<file path="src/rtl/pw_pkg.sv">
package pw_pkg;

    typedef enum logic [1:0] {
        ST_IDLE    = 2'd0,
        ST_COLLECT = 2'd1,
        ST_PROGRAM = 2'd2,
        ST_FINISH  = 2'd3
    } pw_state_t;

endpackage

</file>
<file path="src/rtl/pw_offset_ctr.sv">
// Wrapping offset counter: load has priority over increment.
module pw_offset_ctr #(
    parameter int OFF_W = 5
) (
    input  logic             clk,
    input  logic             rst_n,
    input  logic             load,
    input  logic [OFF_W-1:0] load_val,
    input  logic             inc,
    output logic [OFF_W-1:0] off
);

    always_ff @(posedge clk or negedge rst_n) begin
        if (!rst_n) begin
            off <= '0;
        end else if (load) begin
            off <= load_val;
        end else if (inc) begin
            off <= off + OFF_W'(1);
        end
    end

endmodule

</file>
<file path="src/rtl/pw_page_buf.sv">
// Page data store with per-byte valid mask.
module pw_page_buf #(
    parameter int PAGE_BYTES = 32,
    parameter int DATA_W     = 8,
    localparam int OFF_W     = $clog2(PAGE_BYTES)
) (
    input  logic              clk,
    input  logic              rst_n,
    input  logic              clear,
    input  logic              wr_en,
    input  logic [OFF_W-1:0]  wr_off,
    input  logic [DATA_W-1:0] wr_data,
    input  logic [OFF_W-1:0]  rd_off,
    output logic [DATA_W-1:0] rd_data,
    output logic              rd_vld,
    output logic              any_vld
);

    logic [DATA_W-1:0]     slot_q [PAGE_BYTES];
    logic [PAGE_BYTES-1:0] mask_q;
    logic [PAGE_BYTES-1:0] hit;

    for (genvar g = 0; g < PAGE_BYTES; g++) begin : g_dec
        assign hit[g] = wr_en && (wr_off == OFF_W'(g));
    end

    always_ff @(posedge clk or negedge rst_n) begin
        if (!rst_n) begin
            mask_q <= '0;
            for (int i = 0; i < PAGE_BYTES; i++) begin
                slot_q[i] <= '0;
            end
        end else begin
            for (int i = 0; i < PAGE_BYTES; i++) begin
                if (clear) begin
                    mask_q[i] <= 1'b0;
                end else if (hit[i]) begin
                    mask_q[i] <= 1'b1;
                    slot_q[i] <= wr_data;
                end
            end
        end
    end

    assign rd_data = slot_q[rd_off];
    assign rd_vld  = mask_q[rd_off];
    assign any_vld = |mask_q;

endmodule

</file>
<file path="src/rtl/pw_prog_timer.sv">
// Down-counter for the program cycle; last is high on the final busy clock.
module pw_prog_timer #(
    parameter int PROG_CYCLES = 200,
    localparam int CNT_W      = $clog2(PROG_CYCLES + 1)
) (
    input  logic clk,
    input  logic rst_n,
    input  logic load,
    input  logic tick,
    output logic last
);

    logic [CNT_W-1:0] cnt_q;

    always_ff @(posedge clk or negedge rst_n) begin
        if (!rst_n) begin
            cnt_q <= '0;
        end else if (load) begin
            cnt_q <= CNT_W'(PROG_CYCLES);
        end else if (tick && cnt_q != '0) begin
            cnt_q <= cnt_q - CNT_W'(1);
        end
    end

    assign last = (cnt_q == CNT_W'(1));

endmodule

</file>
<file path="src/rtl/pw_engine.sv">
module pw_engine #(
    parameter int ADDR_W      = 16,
    parameter int DATA_W      = 8,
    parameter int PAGE_BYTES  = 32,
    parameter int PROG_CYCLES = 200,
    localparam int OFF_W      = $clog2(PAGE_BYTES),
    localparam int BASE_W     = ADDR_W - OFF_W
) (
    input  logic              clk,
    input  logic              rst_n,
    input  logic              wr_start,
    input  logic [ADDR_W-1:0] start_addr,
    input  logic              byte_vld,
    input  logic [DATA_W-1:0] byte_data,
    input  logic              cs_rise,
    input  logic              bit_partial,
    output logic              busy,
    output logic              wel_clr,
    output logic              arr_we,
    output logic [ADDR_W-1:0] arr_addr,
    output logic [DATA_W-1:0] arr_wdata
);
    import pw_pkg::*;

    if (PROG_CYCLES < PAGE_BYTES) begin : g_bad_cfg
        $error("PROG_CYCLES must cover one scan of the page");
    end

    pw_state_t         state_q, state_d;
    logic [BASE_W-1:0] base_q;
    logic              scan_act_q;
    logic [OFF_W-1:0]  wr_off, scan_off;
    logic [DATA_W-1:0] rd_data;
    logic              rd_vld, any_vld, t_last;
    logic              take_start, take_byte, commit, scan_end;

    assign take_start = (state_q == ST_IDLE) && wr_start;
    assign take_byte  = (state_q == ST_COLLECT) && byte_vld;
    assign commit     = (state_q == ST_COLLECT) && cs_rise && !bit_partial
                        && (any_vld || byte_vld);
    assign scan_end   = (scan_off == OFF_W'(PAGE_BYTES - 1));

    // State register
    always_ff @(posedge clk or negedge rst_n) begin
        if (!rst_n) begin
            state_q <= ST_IDLE;
        end else begin
            state_q <= state_d;
        end
    end

    // Transitions: start, commit, abort, expire, release
    always_comb begin
        state_d = state_q;
        unique case (state_q)
            ST_IDLE: begin
                if (wr_start) state_d = ST_COLLECT;
            end
            ST_COLLECT: begin
                if (cs_rise) state_d = commit ? ST_PROGRAM : ST_IDLE;
            end
            ST_PROGRAM: begin
                if (t_last) state_d = ST_FINISH;
            end
            ST_FINISH: begin
                state_d = ST_IDLE;
            end
            default: state_d = ST_IDLE;
        endcase
    end

    // Page base and scan-active flag
    always_ff @(posedge clk or negedge rst_n) begin
        if (!rst_n) begin
            base_q     <= '0;
            scan_act_q <= 1'b0;
        end else begin
            if (take_start) begin
                base_q <= start_addr[ADDR_W-1:OFF_W];
            end
            if (commit) begin
                scan_act_q <= 1'b1;
            end else if (state_q == ST_PROGRAM && scan_end) begin
                scan_act_q <= 1'b0;
            end
        end
    end

    pw_offset_ctr #(.OFF_W(OFF_W)) u_wr_ptr (
        .clk      (clk),
        .rst_n    (rst_n),
        .load     (take_start),
        .load_val (start_addr[OFF_W-1:0]),
        .inc      (take_byte),
        .off      (wr_off)
    );

    pw_offset_ctr #(.OFF_W(OFF_W)) u_scan_ptr (
        .clk      (clk),
        .rst_n    (rst_n),
        .load     (commit),
        .load_val ('0),
        .inc      (state_q == ST_PROGRAM && scan_act_q),
        .off      (scan_off)
    );

    pw_page_buf #(.PAGE_BYTES(PAGE_BYTES), .DATA_W(DATA_W)) u_buf (
        .clk     (clk),
        .rst_n   (rst_n),
        .clear   (take_start),
        .wr_en   (take_byte),
        .wr_off  (wr_off),
        .wr_data (byte_data),
        .rd_off  (scan_off),
        .rd_data (rd_data),
        .rd_vld  (rd_vld),
        .any_vld (any_vld)
    );

    pw_prog_timer #(.PROG_CYCLES(PROG_CYCLES)) u_timer (
        .clk   (clk),
        .rst_n (rst_n),
        .load  (commit),
        .tick  (state_q == ST_PROGRAM),
        .last  (t_last)
    );

    // Outputs
    always_comb begin
        busy      = 1'b0;
        wel_clr   = 1'b0;
        arr_we    = 1'b0;
        arr_addr  = {base_q, scan_off};
        arr_wdata = rd_data;
        unique case (state_q)
            ST_IDLE, ST_COLLECT: ;
            ST_PROGRAM: begin
                busy   = 1'b1;
                arr_we = scan_act_q && rd_vld;
            end
            ST_FINISH: wel_clr = 1'b1;
            default: ;
        endcase
    end

endmodule

</file>
<file path="config.mk">
export PLATFORM = sky130hd
export DESIGN_NAME = pw_engine
export DESIGN_NICKNAME = d
export VERILOG_FILES = /design/src/rtl/pw_pkg.sv /design/src/rtl/pw_offset_ctr.sv /design/src/rtl/pw_page_buf.sv /design/src/rtl/pw_prog_timer.sv /design/src/rtl/pw_engine.sv
export SDC_FILE = /design/constraint.sdc
export NUM_CORES = 1
export LEC_CHECK = 0
export ABC_AREA = 1
export BUFFER_PORTS_ARGS = -buffer_cell sky130_fd_sc_hd__buf_2
export CORE_MARGIN = 3
export CORE_UTILIZATION = 45
export CTS_BUF_LIST = sky130_fd_sc_hd__clkbuf_8
export DETAILED_ROUTE_END_ITERATION = 16
export PLACE_DENSITY = 0.66
export SYNTH_ARGS = -nofsm -noshare
export SYNTH_HDL_FRONTEND = slang
export SYNTH_SLANG_ARGS = --single-unit
</file>
<file path="constraint.sdc">
create_clock -name clk -period 4.5 [get_ports clk]
set_input_delay 0 -clock clk [delete_from_list [all_inputs] [get_ports clk]]
set_output_delay 0 -clock clk [all_outputs]
set_load 0.1 [all_outputs]
</file>
== Word level (Yosys, flattened, before mapping) ==
Cells that the tools add are included.

* $lt $le $gt $ge: 2
* Reduce and logical (&&, ||, !) cells: 116
* Bitwise logic cells: 2
* Multiplexer cells: 85
* Eq/ne operators: 39
* $add $sub $neg: 3

{| class="wikitable"
|+ Operators with widths
! kind !! count
|-
| $eq 5x5->1 const B || 17
|-
| $reduce_bool 2->1 || 36
|-
| $mux 1 || 70
|-
| $reduce_and 2->1 || 32
|-
| $logic_and 1x1->1 || 41
|-
| $bmux 8 s5 || 1
|-
| $eq 5x4->1 const B || 8
|-
| $mux 8 || 4
|-
| $reduce_or 32->1 || 1
|-
| $eq 5x3->1 const B || 4
|-
| $mux 5 || 4
|-
| $add 5x1->5 const B || 2
|-
| $eq 5x2->1 const B || 2
|-
| $eq 8x1->1 const B || 1
|-
| $mux 2 || 4
|-
| $pmux 2 s4 || 1
|-
| $reduce_bool 8->1 || 1
|-
| $sub 8x1->8 const B || 1
|-
| $ge 6x6->1 const B || 1
|-
| $lt 5x6->1 const B || 1
|-
| $ne 2x2->1 const B || 3
|-
| $not 5->6 || 1
|-
| $bmux 1 s5 || 1
|-
| $eq 5x1->1 const B || 1
|-
| other kinds (8) || 9
|}

* Input bits: 30
* Word-level logic and storage cells: 317
* Flip-flop bits (word level): 320
* Output and inout port bits: 27

== Depth between registers and ports, before layout ==
Gate-level depths: netlist of the first run.

* Depth in word-level cells: 7
* Depth in mapped cells: 11
* Gate-level depth less buffers: 10

== By module ==
Synthesis of the first run repeated with hierarchy kept, for this count alone.

* Cell total of the unflattened synthesis: 1922
* Area, all modules: 15336.0 µm²

{| class="wikitable"
|+ By module, submodules not included
! module !! area each (µm²) !! cells each !! instances !! seq. area each (µm²)
|-
| pw_page_buf || 13598.0 || 1695 || 1 || 7206.9
|-
| pw_engine || 624.3 || 82 || 1 || 350.3
|-
| pw_offset_ctr || 280.3 || 35 || 2 || 125.1
|-
| pw_prog_timer || 553.0 || 75 || 1 || 200.2
|}

== Worst setup path before layout of the first run ==
OpenSTA, ideal clock, no wires.

* Path kind: reg-to-output
* From: register state_q[0]
* To: output port arr_we
* Path buffers: 0
* Slack: 0.903 ns
* Arrival: 3.597 ns
* Data required time: 4.500 ns
* Stages on the path, launching flop included: 6
* Cells stage by stage: dfrtp_1 > nor2_1 > nand2_2 > inv_1 > nand2_1 > nor2_1

* Cells in the longest elaborated chain, start to end: 2

{| class="wikitable"
|+ Ends and longest elaborated chain
! what !! RTL line !! text
|-
| from (decl) || pw_engine.sv:29 || <nowiki>pw_state_t state_q, state_d;</nowiki>
|-
| from (signal assigned) || pw_engine.sv:48 || <nowiki>state_q <= state_d;</nowiki>
|-
| $eq 2x2->1 || pw_engine.sv:135 || <nowiki>unique case (state_q)</nowiki>
|-
| $mux 1 || pw_engine.sv:135 ||
|-
| to (decl) || pw_engine.sv:19 || <nowiki>output logic arr_we,</nowiki>
|}

No other way between the ends.

== Worst setup path in the final report of the first run ==
* From: register u_scan_ptr.off[0]
* To: output port arr_we

* Cells in the longest elaborated chain, start to end: 4

{| class="wikitable"
|+ Ends and longest elaborated chain
! what !! RTL line !! text
|-
| from (decl) || pw_offset_ctr.sv:10 || <nowiki>output logic [OFF_W-1:0] off</nowiki>
|-
| from (signal assigned) || pw_offset_ctr.sv:17 || <nowiki>off <= load_val;</nowiki>
|-
| from (signal assigned) || pw_offset_ctr.sv:19 || <nowiki>off <= off + OFF_W'(1);</nowiki>
|-
| $bmux 1 s5 || pw_page_buf.sv:46 || <nowiki>assign rd_vld = mask_q[rd_off];</nowiki>
|-
| $mux 1 (implied by the code) || pw_page_buf.sv:46 ||
|-
| $logic_and 1x1->1 || pw_engine.sv:139 || <nowiki>arr_we = scan_act_q && rd_vld;</nowiki>
|-
| $mux 1 || pw_engine.sv:135 ||
|}

No other way between the ends. The select of a mux whose other input is x is not followed.

==> reports/metrics.yaml, run 1 <==
status: "finished, final reports clean"
area_growth_pct: 13.1
fin_nets: 1999
synth_xor_area_share_pct: 0.289
synthCells: 1900
cts_buffers: 54
crit_end: "arr_we"
r2r_slack_ns: 2.01
setup_tns_ns: 0
synth-compound-area-share_pct: 13.1
synth_commonest_cells: "nand2_1, dfrtp_1, nor2_1, o21ai_0, o21ai_1"
tritoncts: "yes"
finalCritPeriodShare_pct: 81.1
cts_root_buf: "clkbuf_8"
drt-vias-per-instance: 5.35
grt_setup_unrepaired: "no"
antenna_found_initial: 0
die_h_um: 190
antenna_left: 0
fin_crit_ns: 3.65
post_cts_resized: 0
clk_path_buf_depth: 3
required_ns: 4.50
rows: 66
startpoint_type: "flop"
fmax_mhz: 274
worst_slack_ns: 0.851
synth.most_common_cell: "nand2_1"
drt_pass1_iterations: 5
port_buffers: 56
final_max_slew_viol_count: 0
setup.worst_path.end_class: "output pin"
yosys_most_used_dff: "dfrtp_1"
dp_hpwl_mm: 26.0
dr.first_iter.drc_count: 1177
htree_levels: 2
yosysTopAreaCellShare_pct: 52.8
synth_area_leader_cell: "dfrtp_1"
routabilityCongestion: 0.857
vdd_ir_drop_max_uv: 187
ys_seq_elements: 320
maxCapViolations: 0
finalWirelength_mm: 43.2
drc: 0
critPathLaunch: "u_scan_ptr.off[0]"
slew_headroom_pct: 32.3
path_clk_slew_ns: 0.06
track_usage_pct: 24.1
finalSetupViolCount: 0
p_leak_uw: 0.00845
hold_viol: 0
synth_edf_count: 0
worst_pin_slew_ns: 1.02
num_vias: 13000
overflow: 0
worstReg2RegStart: "state_q[0]"
skew_ns: 0.0116
drive_above_1_share_pct: 9.83
diodes: 0
coreArea_mm2: 0.0329
io_pins: 57
die_area_mm2: 0.0359
p_per_area_mw_per_mm2: 330
power_uw: 5670
yosysWarnings: 0
ys_types: 34
cp.arrival_ns: 3.65
min_path_type: "in2reg"
syn_area_mm2: 0.0152
synthAdderAreaFrac_pct: 0.825
start_util_pct: 46.2
crit_path_max_fanout: 98
synth.yosys.seq_area_share_pct: 52.8
muxShareOfSynthArea_pct: 0
async_flop_share_pct: 100
grt_max_degree: 127
wl_per_cell_um: 17.8
rr_endpoint: "u_buf.slot_q[56]"
synthTopCellsByArea: "dfrtp_1, nand2_1, o21ai_0"
synthSimpleGateAreaFrac_pct: 27.2
ff2ff_path_depth: 6
synth_area_per_cell_um2: 7.98
die_w_um: 190
hp-start: "byte_vld"
cts.sink_count: 320
grt_pass1_wl_mm: 69.2
grt_pass1_vias: 12700
syn-num-nets: 1940
critPathKind: "reg2out"
dpl_worst_slack_ns: 1.51
clk_latency_ns: 0.59
synth_top_family_by_area: "simple AND/OR/NAND/NOR gates"
==> state kept, by name, indices dropped and copies added (netlist names), named ones only <==
| name | flops |
|---|---|
| scan_act_q | 1 |
| u_buf.mask_q | 32 |
| u_scan_ptr.off | 5 |
| u_wr_ptr.off | 5 |
| u_buf.slot_q | 256 |
| u_timer.cnt_q | 8 |
| base_q | 11 |
| state_q | 1 |
==> worst max-delay path, stage by stage, from the launching register on <==
cell     delay [ns]
dfrtp_4        0.64
inv_4          0.76
buf_12         0.32
nand2_1        0.09
nand3_1        0.08
nand3_1        0.10
nand2_1        0.08
nor2_1         0.08
nand2_1        0.07
nand2_1        0.05
nor2_1         0.18
buf_2          0.47
==> metal layers <==
metal  GRT usage (%)  wire [µm]  part of all wire, %
met5               0          0                    0
met2            39.1      20100                   46
met3            4.31       2890                  6.7
met1            33.1      19200                   44
met4            7.39       1110                  2.6
==> metrics by stage <==
| stage | utilization (%) | hold WS, ns | instances | cell area (µm²) |
|---|---|---|---|---|
| floorplan | - | -0.296 | 1900 | 15200 |
| global placement | 47.6 | 0.125 | 2301 | 15600 |
| detailed placement | 47.6 | 0.118 | 2301 | 15600 |
| CTS | 52.2 | 0.00340 | 2436 | 17200 |
| global route | 52.2 | 0.113 | 2436 | 17200 |
| finish | 52.2 | 0.0390 | 2436 | 17200 |
==> logic make-up after synthesis <==
| logic type | after synthesis |
|---|---|
| simple gates | 970 |
| compound gates | 396 |
| flops | 320 |
| buf+inv | 199 |
| fa+ha+maj | 10 |
| xor+xnor | 5 |
==> what timing repair did <==
| item | in CTS | in global routing |
|---|---|---|
| setup endpoints to repair | 0 | 0 |
| hold buffers | 44 | 0 |
| endpoints found under the hold margin | 286 | 0 |
| setup buffers | 0 | 0 |
==> placed cells by master, fill, tap and decap left out, types with 2 or more instances in the layout <==
master,n
clkbuf_8,65
a21oi_1,22
nor2_1,230
inv_1,86
ha_1,10
nor3_1,6
o21ai_0,200
buf_2,55
dfrtp_1,318
o211ai_1,2
nand3_4,7
nand3_1,129
buf_12,2
bufinv_16,3
clkinv_2,10
clkinv_1,4
nand4_1,3
buf_4,19
o22ai_1,2
xor2_1,5
o21ai_1,168
nand2_1,566
dlygate4sd3_1,44
nand2_4,22
inv_2,2
==> worst min path at each step <==
stage | to | slack [ns] | depth (start not counted)
global placement | u_buf.slot_q[57] | 0.13 | 1
CTS | u_wr_ptr.off[4] | 0.003 | 4
global route | u_wr_ptr.off[4] | 0.11 | 4
finish | u_wr_ptr.off[4] | 0.04 | 4
detailed placement | u_buf.slot_q[57] | 0.12 | 1
floorplan | async pin | -0.30 | 0
==> power breakdown <==
group | internal [µW] | total, µW | switching, µW
clock network | 1470 | 2640 | 1170
registers | 2880 | 2880 | 0
logic | 33.6 | 147 | 113
==> final cells by class <==
type,count,area [µm²]
flip-flops and latches,320,8010
multi-input cells,1381,6280
clock inverters,26,190
repair buffers,121,913
fillers,3242,15700
clock buffers,65,895
well taps,442,553
inverters,81,309
No activity file was read; power rests on OpenSTA's default activity.
==> run 2: changes to the inputs <==
Clock period 4.5 ns to 3.7 ns, I/O delays scaled along.
==> run 2 against run 1 <==
  * Combinational power is 24% higher
  * Non-clock buffer count is 5 lower
  * Largest power group is now clock
  * Critical path type unchanged
  * Worst setup slack worse by 0.53 ns
  * Sequential power is 22% higher
==> reports/metrics.yaml, run 2 (synthesis gave the netlist of run 1 again) <==
status: "finished, final reports clean"
setup.worst_path.end_class: "output pin"
finalCritPeriodShare_pct: 91.2
dr_wl_met2_mm: 19.2  # -4.4%
coreArea_mm2: 0.0329  # unchanged
startpoint_type: "flop"
clk_latency_ns: 0.59  # about the same
fillers: 3177  # -2.0%
placed_area_mm2: 0.0157  # +0.39%
worst_pin_slew_ns: 1.13  # +0.112 ns
start_util_pct: 46.2  # unchanged
crit_slowest_cell: "clkinv_1"
wl_met3_mm: 2.84  # -1.9%
whs_path_depth: 5  # +1
worstHoldEndpoint: "u_buf.mask_q[31]"
fin_crit_ns: 3.37
cts.sink_count: 320  # unchanged
maxCapViolations: 0  # unchanged
crit_path_max_fanout: 18  # -82%
vdd_ir_drop_max_uv: 279  # +49%
slew_headroom_pct: 24.8  # -7.5 points
worstReg2RegStart: "u_wr_ptr.off[4]"
die_area_mm2: 0.0359  # unchanged
track_usage_pct: 24.2  # +0.13 points
fmax_mhz: 296
top_register: "u_buf.slot_q"
finalWirelength_mm: 42.8  # -1.1%
wirelength_met1_mm: 19.1  # -0.29%
diodes: 0  # unchanged
hold_ws_ns: 0.0534  # +0.0145 ns
overflow: 0  # unchanged
ff2ff_path_depth: 7  # +1
path_clk_slew_ns: 0.06  # about the same
dr.first_iter.drc_count: 1043  # -11%
grt_max_degree: 103  # -19%
cp.arrival_ns: 3.37  # -0.28 ns
rr_endpoint: "u_wr_ptr.off[4]"
dpl_worst_slack_ns: 0.998  # -0.510 ns
cts_root_buf: "clkbuf_8"
top_regs: "u_buf.slot_q: 256 flops, u_buf.mask_q: 32 flops, base_q: 11 flops"
die_w_um: 190  # unchanged
hold_viol: 0  # unchanged
wl_per_cell_um: 17.5  # -1.5%
p_per_area_mw_per_mm2: 422  # +28%
htree_levels: 2  # unchanged
critPathKind: "reg2out"
grt_pass1_wl_mm: 70.0  # +1.2%
antenna_found_initial: 0  # unchanged
critPathBufInv: 4  # +1
grt_pass1_vias: 12900  # +1.9%
multi_input_area_mm2: 0.00628  # unchanged
layout_common_cells: "nand2_1, dfrtp_1, nor2_1"
antenna_left: 0  # unchanged
drt-vias-per-instance: 5.33  # -0.31%
power_uw: 7320  # +29%
required_ns: 3.70  # -0.80 ns
cts_buffers: 55  # +1.9%
drc: 0  # unchanged
clk_path_buf_depth: 3  # unchanged
grt_setup_unrepaired: "no"
finalSetupViolCount: 0  # unchanged
num_vias: 13000  # +0.015%
io_pins: 57  # unchanged
drt_pass1_iterations: 5  # unchanged
regArea_mm2: 0.00801  # unchanged
crit_top_cell: "nand2_1"
largest_reg_flops: 256  # unchanged
skew_ns: 0.0236  # +0.0120 ns
area_growth_pct: 14.3
fin_nets: 1995  # -0.20%
cpPeakStageDelay_ns: 0.65  # -0.11 ns
dp_hpwl_mm: 26.2  # +0.66%
die_h_um: 190  # unchanged
final_max_slew_viol_count: 0  # unchanged
maxUsedRoutingLayer: "met4"
path_cells: "buf_4 -> nand2_1 -> clkinv_1 -> nand3_1 -> nand2_1 -> a21oi_1 -> nand2_1 -> nand2_1 -> inv_1 -> buf_2"
min_path_type: "in2reg"
worst_slack_ns: 0.325  # -0.526 ns
post_cts_buffers: 0  # unchanged
layout_commonest_cell: "nand2_1"
r2r_slack_ns: 0.82  # -1.19 ns
p_leak_uw: 0.00850  # +0.58%
drive_above_1_share_pct: 11.1  # +1.3 points
cp_top_family: "buffers and inverters"
setup_tns_ns: 0  # unchanged
port_buffers: 56  # unchanged
rows: 66  # unchanged
hp-start: "wr_start"
routabilityCongestion: 0.870  # +1.5%
final_area_mm2: 0.0173  # +1.1%
tritoncts: "yes"
## run 2: changes by cell type in the layout (fill, tap and decap cells not counted)
cell           before  now
clkinvlp_4          1    0
buf_12              2    4
clkbuf_8           65   81
inv_2               2    3
buf_4              19   22
inv_8               0    1
inv_1              86   77
dlygate4sd3_1      44   34
clkinv_2           10   15
## run 2: stage by stage
| step | util, % | cells |
|---|---|---|
| after floorplan | - | 1900 |
| after global placement | 47.7 | 2306 |
| after detailed placement | 47.7 | 2306 |
| after CTS | 52.7 | 2444 |
| after global routing | 52.7 | 2444 |
| final | 52.7 | 2444 |
## run 2: worst reg2reg max path, delay by kind of cell (launching register included)
family | cells | cell delay, ns
AO/OA/AOI/OAI | 3 | 0.36
adder cells (fa/ha/maj) | 1 | 0.34
buffers and inverters | 3 | 1.42
flip-flops | 1 | 0.70
## run 2: cell type report
class | instances | share of cell area [%]
clock inverter | 23 | 1.10
tap | 442 | 3.19
clock buffer | 81 | 6.43
sequential | 320 | 46.2
inverter | 81 | 1.78
timing repair buffer | 116 | 5.05
multi-input combinational | 1381 | 36.2
## run 2: worst max path at each step
stage / from / to / slack [ns] / cells past startpoint
2_1_floorplan: state_q[0] / arr_we / 0.10 / 5
4_1_cts: u_scan_ptr.off[0] / arr_wdata[7] / 0.38 / 11
6_report: u_scan_ptr.off[2] / arr_wdata[7] / 0.33 / 10
3_3_place_gp: u_scan_ptr.off[2] / arr_wdata[7] / 0.97 / 10
5_1_grt: u_scan_ptr.off[0] / arr_wdata[7] / 0.20 / 11
3_5_place_dp: u_scan_ptr.off[0] / arr_wdata[7] / 1.0 / 11
## run 2: layer usage
layer	up-vias	track usage, %
li1	6250	-
met3	109	4.83
met5	-	0
met4	0	9.81
met1	6243	33.7
met2	431	37.3
## run 2: repair_timing
item                      in CTS  in global routing
hold endpoints to repair     249                  0
gates resized for setup        0                  0
hold buffers                  34                  0
## run 2: power by group
part           internal [µW]  switching [µW]  total, µW  leakage [µW]
Combinational           42.3             140        182       0.00349
Sequential              3500               0       3500       0.00429
Clock                   2150            1490       3640      0.000712
Total                   5690            1630       7320       0.00850
==> run 3: changes to the inputs <==
Settings changed: RECOVER_POWER set to 100.
==> run 3 against run 2 <==
  * The run now ends with max-capacitance violations, max-slew violations left
  * Critical path depth unchanged
  * Power decreased by 0.13%
  * Non-clock buffer count unchanged
  * Via count grew 0.11%
  * Worst setup slack worse by 0.033 ns
  * First-iteration DRC count shrank 7.0%
  * Sequential cell count is the same
  * Final area fell by 1.5%
  * Hold slack better by 0.0071 ns
  * Core utilization is 0.78 points lower
==> reports/metrics.yaml, run 3 (synthesis gave the netlist of run 1 again) <==
drt-vias-per-instance: 5.34  # +0.11%
layout_commonest_cell: "nand2_1"
io_pins: 57  # unchanged
crit_slowest_cell: "clkinv_1"
r2r_slack_ns: 0.42  # -0.40 ns
vdd_ir_drop_max_uv: 281  # +0.81%
cts_buffers: 55  # unchanged
post_cts_buffers: 0  # unchanged
die_w_um: 190  # unchanged
ff2ff_path_depth: 6  # -1
wl_met3_mm: 2.93  # +3.1%
setup.worst_path.end_class: "output pin"
hold_viol: 0  # unchanged
crit_top_cell: "nand2_1"
track_usage_pct: 24.2  # unchanged
crit_path_max_fanout: 18  # unchanged
placed_area_mm2: 0.0157  # unchanged
start_util_pct: 46.2  # unchanged
pwr-share-clk_pct: 49.7  # about the same
fin_crit_ns: 3.41  # +0.0333 ns
routabilityCongestion: 0.870  # unchanged
layout_common_cells: "nand2_1, o21ai_0, dfrtp_1"
rr_endpoint: "u_buf.slot_q[65]"
whs_path_depth: 5  # unchanged
path_cells: "buf_4 -> nand2_1 -> clkinv_1 -> nand3_1 -> nand2_1 -> a21oi_1 -> nand2_1 -> nand2_1 -> inv_1 -> clkbuf_2"
cts_root_buf: "clkbuf_8"
grt_max_degree: 103  # unchanged
dp_cells: 2306  # unchanged
dp_hpwl_mm: 26.2  # unchanged
drive_above_1_share_pct: 9.14  # -2.0 points
die_area_mm2: 0.0359  # unchanged
skew_ns: 0.0272  # +0.00365 ns
final_max_slew_viol_count: 112  # +112
finalCritPeriodShare_pct: 92.1  # +0.90 points
dr.first_iter.drc_count: 970  # -7.0%
swShare_pct: 22.2  # -0.083 points
maxUsedRoutingLayer: "met4"
maxCapViolations: 2  # +2
cts.sink_count: 320  # unchanged
cp.arrival_ns: 3.41  # +0.04 ns
p_comb_share_pct: 2.4  # about the same
violations: "max-capacitance violations, max-slew violations"
startpoint_type: "flop"
final_area_mm2: 0.0171  # -1.5%
cp_top_family: "buffers and inverters"
drt_pass1_iterations: 5  # unchanged
status: "finished with violations"
diodes: 0  # unchanged
overflow: 0  # unchanged
worst_pin_slew_ns: 2.74  # +1.61 ns
worstReg2RegStart: "state_q[0]"
min_path_type: "in2reg"
path_clk_slew_ns: 0.06  # about the same
grt_pass1_vias: 12900  # unchanged
clk_latency_ns: 0.59  # about the same
clk_path_buf_depth: 3  # unchanged
layout.cells.non_filler: 2444  # unchanged
area_growth_pct: 12.6
largest_reg_flops: 256  # unchanged
p_leak_uw: 0.00821  # -3.3%
num_vias: 13000  # +0.11%
coreArea_mm2: 0.0329  # unchanged
top_regs: "u_buf.slot_q: 256 flops, u_buf.mask_q: 32 flops, base_q: 11 flops"
internal_power_uw: 5690  # about the same
grt_pass1_wl_mm: 70.0  # unchanged
tritoncts: "yes"
slew_headroom_pct: -82.7  # -110 points
top_register: "u_buf.slot_q"
wirelength_met1_mm: 19.1  # about the same
critPathBufInv: 4  # unchanged
finalWirelength_mm: 42.8  # about the same
required_ns: 3.70  # about the same
hold_ws_ns: 0.0606  # +0.00714 ns
power_uw: 7310  # -0.13%
worstHoldEndpoint: "base_q[1]"
fin_nets: 1995  # unchanged
hp-start: "wr_start"
die_h_um: 190  # unchanged
cpPeakStageDelay_ns: 0.63  # -0.02 ns
port_buffers: 56  # unchanged
p_per_area_mw_per_mm2: 428  # +1.4%
drc: 0  # unchanged
antenna_found_initial: 0  # unchanged
critPathKind: "reg2out"
antenna_left: 0  # unchanged
fmax_mhz: 293  # -0.98%
rows: 66  # unchanged
setup_tns_ns: 0  # unchanged
p_sw_uw: 1620  # -0.51%
dr_wl_met2_mm: 19.2  # +0.27%
wl_per_cell_um: 17.5  # about the same
grt_setup_unrepaired: "no"
pwr-share-seq_pct: 47.9  # about the same
finalSetupViolCount: 0  # unchanged
htree_levels: 2  # unchanged
-- run 3: final cells by class --
class / count / area (µm²)
Clock buffer: 81 / 1110
Clock inverter: 23 / 190
Fill cell: 3223 / 15800
Inverter: 81 / 308
Multi-Input combinational cell: 1381 / 6070
Sequential cell: 320 / 8010
Tap cell: 442 / 553
Timing Repair Buffer: 116 / 827
-- run 3: what timing repair did --
action                                 in CTS  in global routing
gates resized for setup                     0                  0
setup endpoints to repair                   0                  0
endpoints found under the hold margin     249                  0
hold buffers                               34                  0
-- run 3: power by group through the flow --
stage          clock [µW]  sequential (µW)  combinational [µW]
6_report             3630             3500                 176
3_3_place_gp            0             3560                 164
4_1_cts              3700             3500                 186
3_5_place_dp            0             3560                 164
2_1_floorplan           0             3560                33.4
5_1_grt              3860             3500                 198
-- run 3: how the worst max path moves through the flow --
stage | slack, ns | end | start | depth (start not counted)
finish | 0.29 | arr_wdata[7] | u_scan_ptr.off[2] | 10
global route | 0.13 | arr_wdata[7] | u_scan_ptr.off[0] | 11
CTS | 0.38 | arr_wdata[7] | u_scan_ptr.off[0] | 11
detailed placement | 1.0 | arr_wdata[7] | u_scan_ptr.off[0] | 11
global placement | 0.97 | arr_wdata[7] | u_scan_ptr.off[2] | 10
floorplan | 0.10 | arr_we | state_q[0] | 5
-- run 3: worst min-delay path, delay by kind of cell --
family / cells / cell delay (ns)
AND/OR/NAND/NOR: 3 / 0.25
buffers and inverters: 2 / 0.35
-- run 3: metal layers --
layer	GRT usage (%)	vias to the layer above
li1	-	6251
met1	33.7	6244
met2	37.3	455
met3	4.83	97
met4	9.81	0
met5	0	-
-- run 3: through the flow --
stage	utilization (%)	setup slack, ns
after global routing	52.0	0.132
final	52.0	0.292
after detailed placement	47.7	0.998
after floorplan	-	0.103
after CTS	52.7	0.380
after global placement	47.7	0.966
